===== src/rtl/wiper_i2c_pkg.sv =====
package wiper_i2c_pkg;
  localparam int CODE_W   = 8;
  localparam int N_CHAN   = 4;
  localparam int CHAN_W   = $clog2(N_CHAN);
  localparam int GP_W     = 2;
  localparam logic [CODE_W-1:0] MID_CODE = CODE_W'(1) << (CODE_W - 1);
  localparam logic [4:0] ADDR_FIXED = 5'b01011;

  // instruction byte field positions
  localparam int F_CHAN_LO = 5;
  localparam int F_RST     = 4;
  localparam int F_SD      = 3;
  localparam int F_GP_LO   = 1;

  typedef struct packed {
    logic              instrValid;
    logic              dataValid;
    logic [CODE_W-1:0] byteVal;
  } cmd_t;
endpackage


===== src/rtl/wiper_i2c_sync.sv =====
module wiper_i2c_sync #(
  parameter int STAGES = 2
) (
  input  logic clk,
  input  logic rstN,
  input  logic din,
  output logic dout
);
  logic [STAGES-1:0] pipe;

  generate
    if (STAGES == 1) begin : g_one
      always_ff @(posedge clk or negedge rstN)
        if (!rstN) pipe <= '1;
        else       pipe <= din;
    end else begin : g_many
      always_ff @(posedge clk or negedge rstN)
        if (!rstN) pipe <= '1;
        else       pipe <= {pipe[STAGES-2:0], din};
    end
  endgenerate

  assign dout = pipe[STAGES-1];
endmodule


===== src/rtl/wiper_i2c_ctrl.sv =====
module wiper_i2c_ctrl
  import wiper_i2c_pkg::*;
(
  input  logic              clk,
  input  logic              rstN,
  input  logic              sclS,
  input  logic              sdaS,
  input  logic [1:0]        addrPins,
  input  logic [CODE_W-1:0] readCode,
  output cmd_t              cmd,
  output logic              sdaPull
);
  typedef enum logic [2:0] {S_IDLE, S_ADDR, S_INSTR, S_DATA, S_READ} state_t;

  state_t            state;
  logic              sclQ, sdaQ;
  logic [3:0]        bitCnt;
  logic [CODE_W-1:0] shiftIn, shiftOut;
  logic              isRead, masterNack;
  logic              sclRise, sclFall, startSeen, stopSeen;

  assign sclRise   = sclS & ~sclQ;
  assign sclFall   = ~sclS & sclQ;
  assign startSeen = sclS & sclQ & sdaQ & ~sdaS;
  assign stopSeen  = sclS & sclQ & ~sdaQ & sdaS;

  always_ff @(posedge clk or negedge rstN) begin
    if (!rstN) begin
      state      <= S_IDLE;
      sclQ       <= 1'b1;
      sdaQ       <= 1'b1;
      bitCnt     <= '0;
      shiftIn    <= '0;
      shiftOut   <= '0;
      isRead     <= 1'b0;
      masterNack <= 1'b0;
      sdaPull    <= 1'b0;
      cmd        <= '0;
    end else begin
      cmd  <= '0;
      sclQ <= sclS;
      sdaQ <= sdaS;
      if (startSeen) begin
        state   <= S_ADDR;
        bitCnt  <= '0;
        sdaPull <= 1'b0;
      end else if (stopSeen) begin
        state   <= S_IDLE;
        bitCnt  <= '0;
        sdaPull <= 1'b0;
      end else if (state != S_IDLE) begin
        if (sclRise) begin
          if (bitCnt < 4'd8) shiftIn <= {shiftIn[CODE_W-2:0], sdaS};
          if (bitCnt == 4'd8) masterNack <= sdaS;
          bitCnt <= bitCnt + 4'd1;
        end else if (sclFall) begin
          if (bitCnt == 4'd8) begin
            case (state)
              S_ADDR: begin
                if (shiftIn[7:1] == {ADDR_FIXED, addrPins}) begin
                  sdaPull <= 1'b1;
                  isRead  <= shiftIn[0];
                end else begin
                  state <= S_IDLE;
                end
              end
              S_INSTR: begin
                sdaPull        <= 1'b1;
                cmd.instrValid <= 1'b1;
                cmd.byteVal    <= shiftIn;
              end
              S_DATA: begin
                sdaPull       <= 1'b1;
                cmd.dataValid <= 1'b1;
                cmd.byteVal   <= shiftIn;
              end
              default: sdaPull <= 1'b0;
            endcase
          end else if (bitCnt == 4'd9) begin
            bitCnt <= '0;
            case (state)
              S_ADDR: begin
                if (isRead) begin
                  state    <= S_READ;
                  shiftOut <= readCode;
                  sdaPull  <= ~readCode[CODE_W-1];
                end else begin
                  state   <= S_INSTR;
                  sdaPull <= 1'b0;
                end
              end
              S_READ: begin
                if (masterNack) begin
                  state   <= S_IDLE;
                  sdaPull <= 1'b0;
                end else begin
                  shiftOut <= readCode;
                  sdaPull  <= ~readCode[CODE_W-1];
                end
              end
              default: begin
                state   <= S_DATA;
                sdaPull <= 1'b0;
              end
            endcase
          end else if (state == S_READ && bitCnt != 4'd0) begin
            shiftOut <= {shiftOut[CODE_W-2:0], 1'b0};
            sdaPull  <= ~shiftOut[CODE_W-2];
          end
        end
      end
    end
  end

  // idle slave never holds the line
  p_idle_released_r1: assert property (@(posedge clk) disable iff (!rstN)
    (state == S_IDLE) |-> !sdaPull);

  // SDA drive changes only after an SCL fall or a START/STOP
  p_sda_moves_on_edge_r10: assert property (@(posedge clk) disable iff (!rstN)
    !$stable(sdaPull) |-> $past(sclFall || startSeen || stopSeen));

  // an acknowledge starts only after eight received bits
  p_ack_after_eight_r3: assert property (@(posedge clk) disable iff (!rstN)
    ($rose(sdaPull) && state != S_READ) |-> (bitCnt == 4'd8));

  // command pulses never overlap
  p_cmd_exclusive_r3: assert property (@(posedge clk) disable iff (!rstN)
    !(cmd.instrValid && cmd.dataValid));
endmodule


===== src/rtl/wiper_i2c_dp.sv =====
module wiper_i2c_dp
  import wiper_i2c_pkg::*;
(
  input  logic              clk,
  input  logic              rstN,
  input  cmd_t              cmd,
  output logic              wrStrobe,
  output logic [CHAN_W-1:0] wrChan,
  output logic [CODE_W-1:0] wrCode,
  output logic [N_CHAN-1:0] chanReset,
  output logic [N_CHAN-1:0] shutdownOn,
  output logic [GP_W-1:0]   gpOut,
  output logic [CODE_W-1:0] readCode
);
  logic [CHAN_W-1:0] selReg, selNew;
  logic [CODE_W-1:0] codes [N_CHAN];

  assign selNew = cmd.byteVal[F_CHAN_LO +: CHAN_W];

  always_ff @(posedge clk or negedge rstN) begin
    if (!rstN) begin
      selReg   <= '0;
      gpOut    <= '0;
      wrStrobe <= 1'b0;
      wrChan   <= '0;
      wrCode   <= '0;
    end else begin
      wrStrobe <= cmd.dataValid;
      if (cmd.instrValid) begin
        selReg <= selNew;
        gpOut  <= cmd.byteVal[F_GP_LO +: GP_W];
      end
      if (cmd.dataValid) begin
        wrChan <= selReg;
        wrCode <= cmd.byteVal;
      end
    end
  end

  generate
    for (genvar c = 0; c < N_CHAN; c++) begin : g_chan
      logic hitInstr, hitData;
      assign hitInstr = cmd.instrValid && (selNew == CHAN_W'(c));
      assign hitData  = cmd.dataValid && (selReg == CHAN_W'(c));

      always_ff @(posedge clk or negedge rstN) begin
        if (!rstN) begin
          codes[c]      <= MID_CODE;
          shutdownOn[c] <= 1'b0;
          chanReset[c]  <= 1'b0;
        end else begin
          chanReset[c] <= hitInstr && cmd.byteVal[F_RST];
          if (hitInstr) begin
            shutdownOn[c] <= cmd.byteVal[F_SD];
            if (cmd.byteVal[F_RST]) codes[c] <= MID_CODE;
          end
          if (hitData) codes[c] <= cmd.byteVal;
        end
      end
    end
  endgenerate

  assign readCode = codes[selReg];

  // write strobe is a single-cycle pulse
  p_strobe_single_r3: assert property (@(posedge clk) disable iff (!rstN)
    wrStrobe |=> !wrStrobe);

  // at most one channel reset at a time
  p_reset_onehot_r4: assert property (@(posedge clk) disable iff (!rstN)
    $onehot0(chanReset));

  // the reset channel holds midscale and is the selected one
  p_reset_midscale_r4: assert property (@(posedge clk) disable iff (!rstN)
    (|chanReset) |-> (readCode == MID_CODE));

  // one instruction changes at most one shutdown bit
  p_sd_single_r5: assert property (@(posedge clk) disable iff (!rstN)
    $countones(shutdownOn ^ $past(shutdownOn)) <= 1);
endmodule


===== src/rtl/wiper_cmd_i2c.sv =====
module wiper_cmd_i2c
  import wiper_i2c_pkg::*;
#(
  parameter int SYNC_STAGES = 2
) (
  input  logic        clk,
  input  logic        rstN,
  input  logic        sclIn,
  input  logic        sdaIn,
  input  logic [1:0]  devAddrPins,
  output logic        sdaPullLow,
  output logic        wrStrobe,
  output logic [1:0]  wrChan,
  output logic [7:0]  wrCode,
  output logic [3:0]  chanReset,
  output logic [3:0]  shutdownOn,
  output logic [1:0]  gpOut
);
  logic              sclS, sdaS;
  cmd_t              cmd;
  logic [CODE_W-1:0] readCode;

  wiper_i2c_sync #(.STAGES(SYNC_STAGES)) u_sclSync (
    .clk(clk), .rstN(rstN), .din(sclIn), .dout(sclS));
  wiper_i2c_sync #(.STAGES(SYNC_STAGES)) u_sdaSync (
    .clk(clk), .rstN(rstN), .din(sdaIn), .dout(sdaS));

  wiper_i2c_ctrl u_ctrl (
    .clk(clk), .rstN(rstN), .sclS(sclS), .sdaS(sdaS),
    .addrPins(devAddrPins), .readCode(readCode),
    .cmd(cmd), .sdaPull(sdaPullLow));

  wiper_i2c_dp u_dp (
    .clk(clk), .rstN(rstN), .cmd(cmd),
    .wrStrobe(wrStrobe), .wrChan(wrChan), .wrCode(wrCode),
    .chanReset(chanReset), .shutdownOn(shutdownOn),
    .gpOut(gpOut), .readCode(readCode));
endmodule


===== config.mk =====
export PLATFORM = sky130hd
export DESIGN_NAME = wiper_cmd_i2c
export DESIGN_NICKNAME = d
export VERILOG_FILES = /design/src/rtl/wiper_i2c_pkg.sv /design/src/rtl/wiper_i2c_sync.sv /design/src/rtl/wiper_i2c_ctrl.sv /design/src/rtl/wiper_i2c_dp.sv /design/src/rtl/wiper_cmd_i2c.sv
export SDC_FILE = /design/constraint.sdc
export NUM_CORES = 1
export LEC_CHECK = 0
export BUFFER_PORTS_ARGS = -buffer_cell sky130_fd_sc_hd__buf_4
export CAP_MARGIN = 20
export CORE_MARGIN = 3
export CORE_UTILIZATION = 25
export DETAILED_ROUTE_END_ITERATION = 7
export PLACE_DENSITY = 0.38
export SYNTH_ARGS = -nofsm -noshare
export SYNTH_HDL_FRONTEND = slang
export SYNTH_SLANG_ARGS = --single-unit

===== constraint.sdc =====
create_clock -name clk -period 5.2 [get_ports clk]
set_input_delay 0.78 -clock clk [delete_from_list [all_inputs] [get_ports clk]]
set_output_delay 0.78 -clock clk [all_outputs]
set_load 0.01 [all_outputs]

==> impl_metrics.csv <==
group,metric,value,unit
timing,setup_slack,2760,ps
floorplan,fp.coreArea,16200,um2
global_routing,antenna_found_initial,0,
global_routing,busiest_layer,"met2",
routing,via_per_inst,4.68,
cts,clk_pin_slew_worst_paths,70,ps
setup_path,required,5480,ps
power_and_ir_drop,cellPowerDensity,337,nW/um2
power_and_ir_drop,p_int,0.00124,W
placed_design,dp_hpwl,6.97,mm
synth,synthCells,318,
cells_and_area,drive_above_1_share,29.7,%
global_routing,grt_util_met2,16.9,%
power_and_ir_drop,pwr-share-clk,40.2,%
global_routing,gr-total-overflow,0,
floorplan,start_util,26.0,%
floorplan,num_rows,46,
job,max_cap_viol_count,0,
synth,synth-main-ff-cell,"dfrtp_1",
routing,totalWireLength,10.0,mm
routing,drc,0,
floorplan,pin_count,28,
placed_design,io_buffer_count,27,
power_and_ir_drop,power_frac_comb,8.7,%
timing,final_max_slew_viol_count,0,
placed_design,gp_congestion,0.793,
synth,synthDistinctLibCells,58,
global_routing,grt_pass1_wl,16.2,mm
synth,netlist_area,4210,um2
power_and_ir_drop,pwr-share-seq,51.1,%
timing,worst_slew_pin_slew,925,ps
global_routing,grt_pass1_vias,2759,
placed_design,dpl.cell_count,550,
cts,cts_root_buffer,"clkbuf_16",
timing,clock_skew,10.4,ps
floorplan,die-area,18400,um2
timing,setup_violations,0,
timing,fmax,410,MHz
floorplan,die_height,136,um
routing,dr.pass1.iters,4,
cts,cts_tree,"yes",
setup_path,end_kind,"flip-flop",
timing,final.setup.tns,0,ps
floorplan,die_w,136,um
setup_path,cp-start-kind,"flip-flop",
synth,async_reset_ff_share,100,%
outcome,outcome,"completed",
power_and_ir_drop,leakage,2.26,nW
timing,rsz0062_at_grt,"false",
timing,period_needed,2440,ps
cts,clkSinkCount,96,
setup_path,crit_arrival,2710,ps
global_routing,use_met3,2.34,%
cts,htreeDepth,3,
cts,cts_hold_buf,0,
cells_and_area,final_cells,566,
power_and_ir_drop,ir_drop,0.155,mV
synth,ys_ff_latch,96,
synth,synth_edf_count,0,
cts,cts_made_buffers,9,
cells_and_area,syn_to_final_growth,17.0,%
routing,avgRoutedWirePerCell,17.7,um
cts,postCtsSetupRepairBufs,0,
cells_and_area,n_antenna_cell,0,
synth,synthesis.nets,330,
timing,hold_viol_final,0,
cts,cts.repair.resized,0,
worst_hold_path,holdCritPathClass,"flip-flop to flip-flop",
timing,period_share,46.9,%
synth,syn_avg_cell_area,13.2,um2
routing,drt-initial-drc-count,158,
setup_path,path_max_fanout,10,
timing,slew_headroom,38.0,%
global_routing,grt_max_degree,61,
placed_design,dp_slack,2620,ps
cts,clock_latency,340,ps
power_and_ir_drop,p_switching,0.000421,W
synth,yosysSeqAreaShare,57.4,%
power_and_ir_drop,switching_share,25.4,%
setup_path,critical_path_class,"flip-flop to flip-flop",
routing,ant_nets,0,
synth,synth_warnings,0,
global_routing,grt.met1_usage,16.4,%
routing,vias,2649,
global_routing,grt.total_usage,11.7,%
cts,clk_path_buf_depth,2,
cells_and_area,fin_nets,357,
## flip-flops by register name, indices dropped and copies added, names as in the netlist, 2 cells and up
name and flops:
u_ctrl.shiftIn 8, u_dp.shutdownOn 4, u_dp.chanReset 4, u_ctrl.shiftOut 7, u_dp.wrCode 8, u_sdaSync.pipe 2
u_dp.gpOut 2, u_ctrl.state 3, u_ctrl.bitCnt 4, u_dp.selReg 2, u_sclSync.pipe 2, u_dp.wrChan 2
u_dp.codes 32, u_ctrl.cmd 10
## cell families after synthesis
kind of cell / after synthesis / share of synthesized area (%)
flip-flops: 96 / 57.4
AND/OR/NAND/NOR: 74 / 10.1
AO/OA/AOI/OAI: 62 / 11.2
multiplexers: 48 / 15.6
buffers and inverters: 27 / 2.89
adder cells (fa/ha/maj): 6 / 1.79
XOR/XNOR: 5 / 1.04
## stage by stage
step | util, % | area (um2) | hold WS [ps] | power, W
finish | 30.4 | 4920 | 357 | 0.00166
global route | 30.4 | 4920 | 365 | 0.00175
CTS | 30.4 | 4920 | 359 | 0.00168
detailed placement | 28.6 | 4620 | 348 | 0.00101
global placement | 28.6 | 4620 | 345 | 0.00101
floorplan | - | 4210 | 345 | 0.000958
## critical path, cell delays in order, from the launching register on
cell and delay [ps]:
dfrtp_1 450, inv_1 90, ha_1 240, nand3b_1 300, a2111oi_0 710, and3b_1 410, and2_1 180
## cells in the final DEF (no fill, tap or decap), drive strengths merged, types with 3 or more instances in the layout
master  synthesis  routed
dfstp          10      10
ha              6       6
xor2            3       3
mux4            8       8
clkbuf          5       9
nor2           17      17
inv            15      15
buf             7      28
clkinv          0       4
and2           11      11
mux2           39      39
nand3           4       4
dfrtp          86      86
nand3b          3       3
a22o           28      28
nor3b           4       4
nor3            7       7
o21ai          10      10
nand2          14      14
a21oi           6       6
## power groups by stage
stage / Combinational [W] / Sequential, W / Clock [W]
floorplan: 0.000118 / 0.000840 / 0
global placement: 0.000149 / 0.000862 / 0
detailed placement: 0.000148 / 0.000863 / 0
CTS: 0.000149 / 0.000848 / 0.000687
global route: 0.000165 / 0.000856 / 0.000725
finish: 0.000145 / 0.000847 / 0.000666
## cell type report
class,instances,area (um2)
tap,216,270
timing repair buffer,28,210
inverter,15,56.3
clock inverter,7,72.6
sequential,96,2410
multi-input combinational,195,1670
clock buffer,9,225
fill,1640,11300
## path summary, 6_finish.rpt
check / start / to / slack [ps] / cells past startpoint
max: u_ctrl.bitCnt[0]$_DFFE_PN0P_ / u_ctrl.cmd[9]$_DFF_PN0_ / 2760 / 6
min: u_sdaSync.pipe[0]$_DFF_PN1_ / u_sdaSync.pipe[1]$_DFF_PN1_ / 360 / 0
max reg2reg: u_ctrl.bitCnt[0]$_DFFE_PN0P_ / u_ctrl.cmd[9]$_DFF_PN0_ / 2760 / 6
min reg2reg: u_sdaSync.pipe[0]$_DFF_PN1_ / u_sdaSync.pipe[1]$_DFF_PN1_ / 360 / 0
max in group asynchronous: rstN / u_ctrl.cmd[1]$_DFF_PN0_ / 3640 / 2
min in group asynchronous: rstN / u_dp.shutdownOn[3]$_DFFE_PN0P_ / 390 / 1
## cells in the mapped netlist, drive strengths merged, types with 2 or more instances
library cell  count  area [um2]
inv              15        56.3
and2             11        68.8
nor4              2        12.5
a22oi             2        15.0
xnor2             2        17.5
dfstp            10         263
a22o             28         245
xor2              3        26.3
nor2             17        63.8
nand2            14        60.1
or3               2        12.5
nand3             4        20.0
nand3b            3        22.5
mux2             39         465
o21ai            10        50.0
nor3b             4        46.3
nor3              7        40.0
buf               7        46.3
o31ai             2        15.0
nand2b            2        12.5
mux4              8         180
dfrtp            86        2150
a21oi             6        30.0
ha                6        75.1
clkbuf            5        18.8
## layer usage
layer	up-vias	wire, um
met4	0	401
met5	-	0
met1	1359	4750
met3	20	355
met2	50	4500
li1	1220	-
No activity file was read; power rests on OpenSTA's default activity.
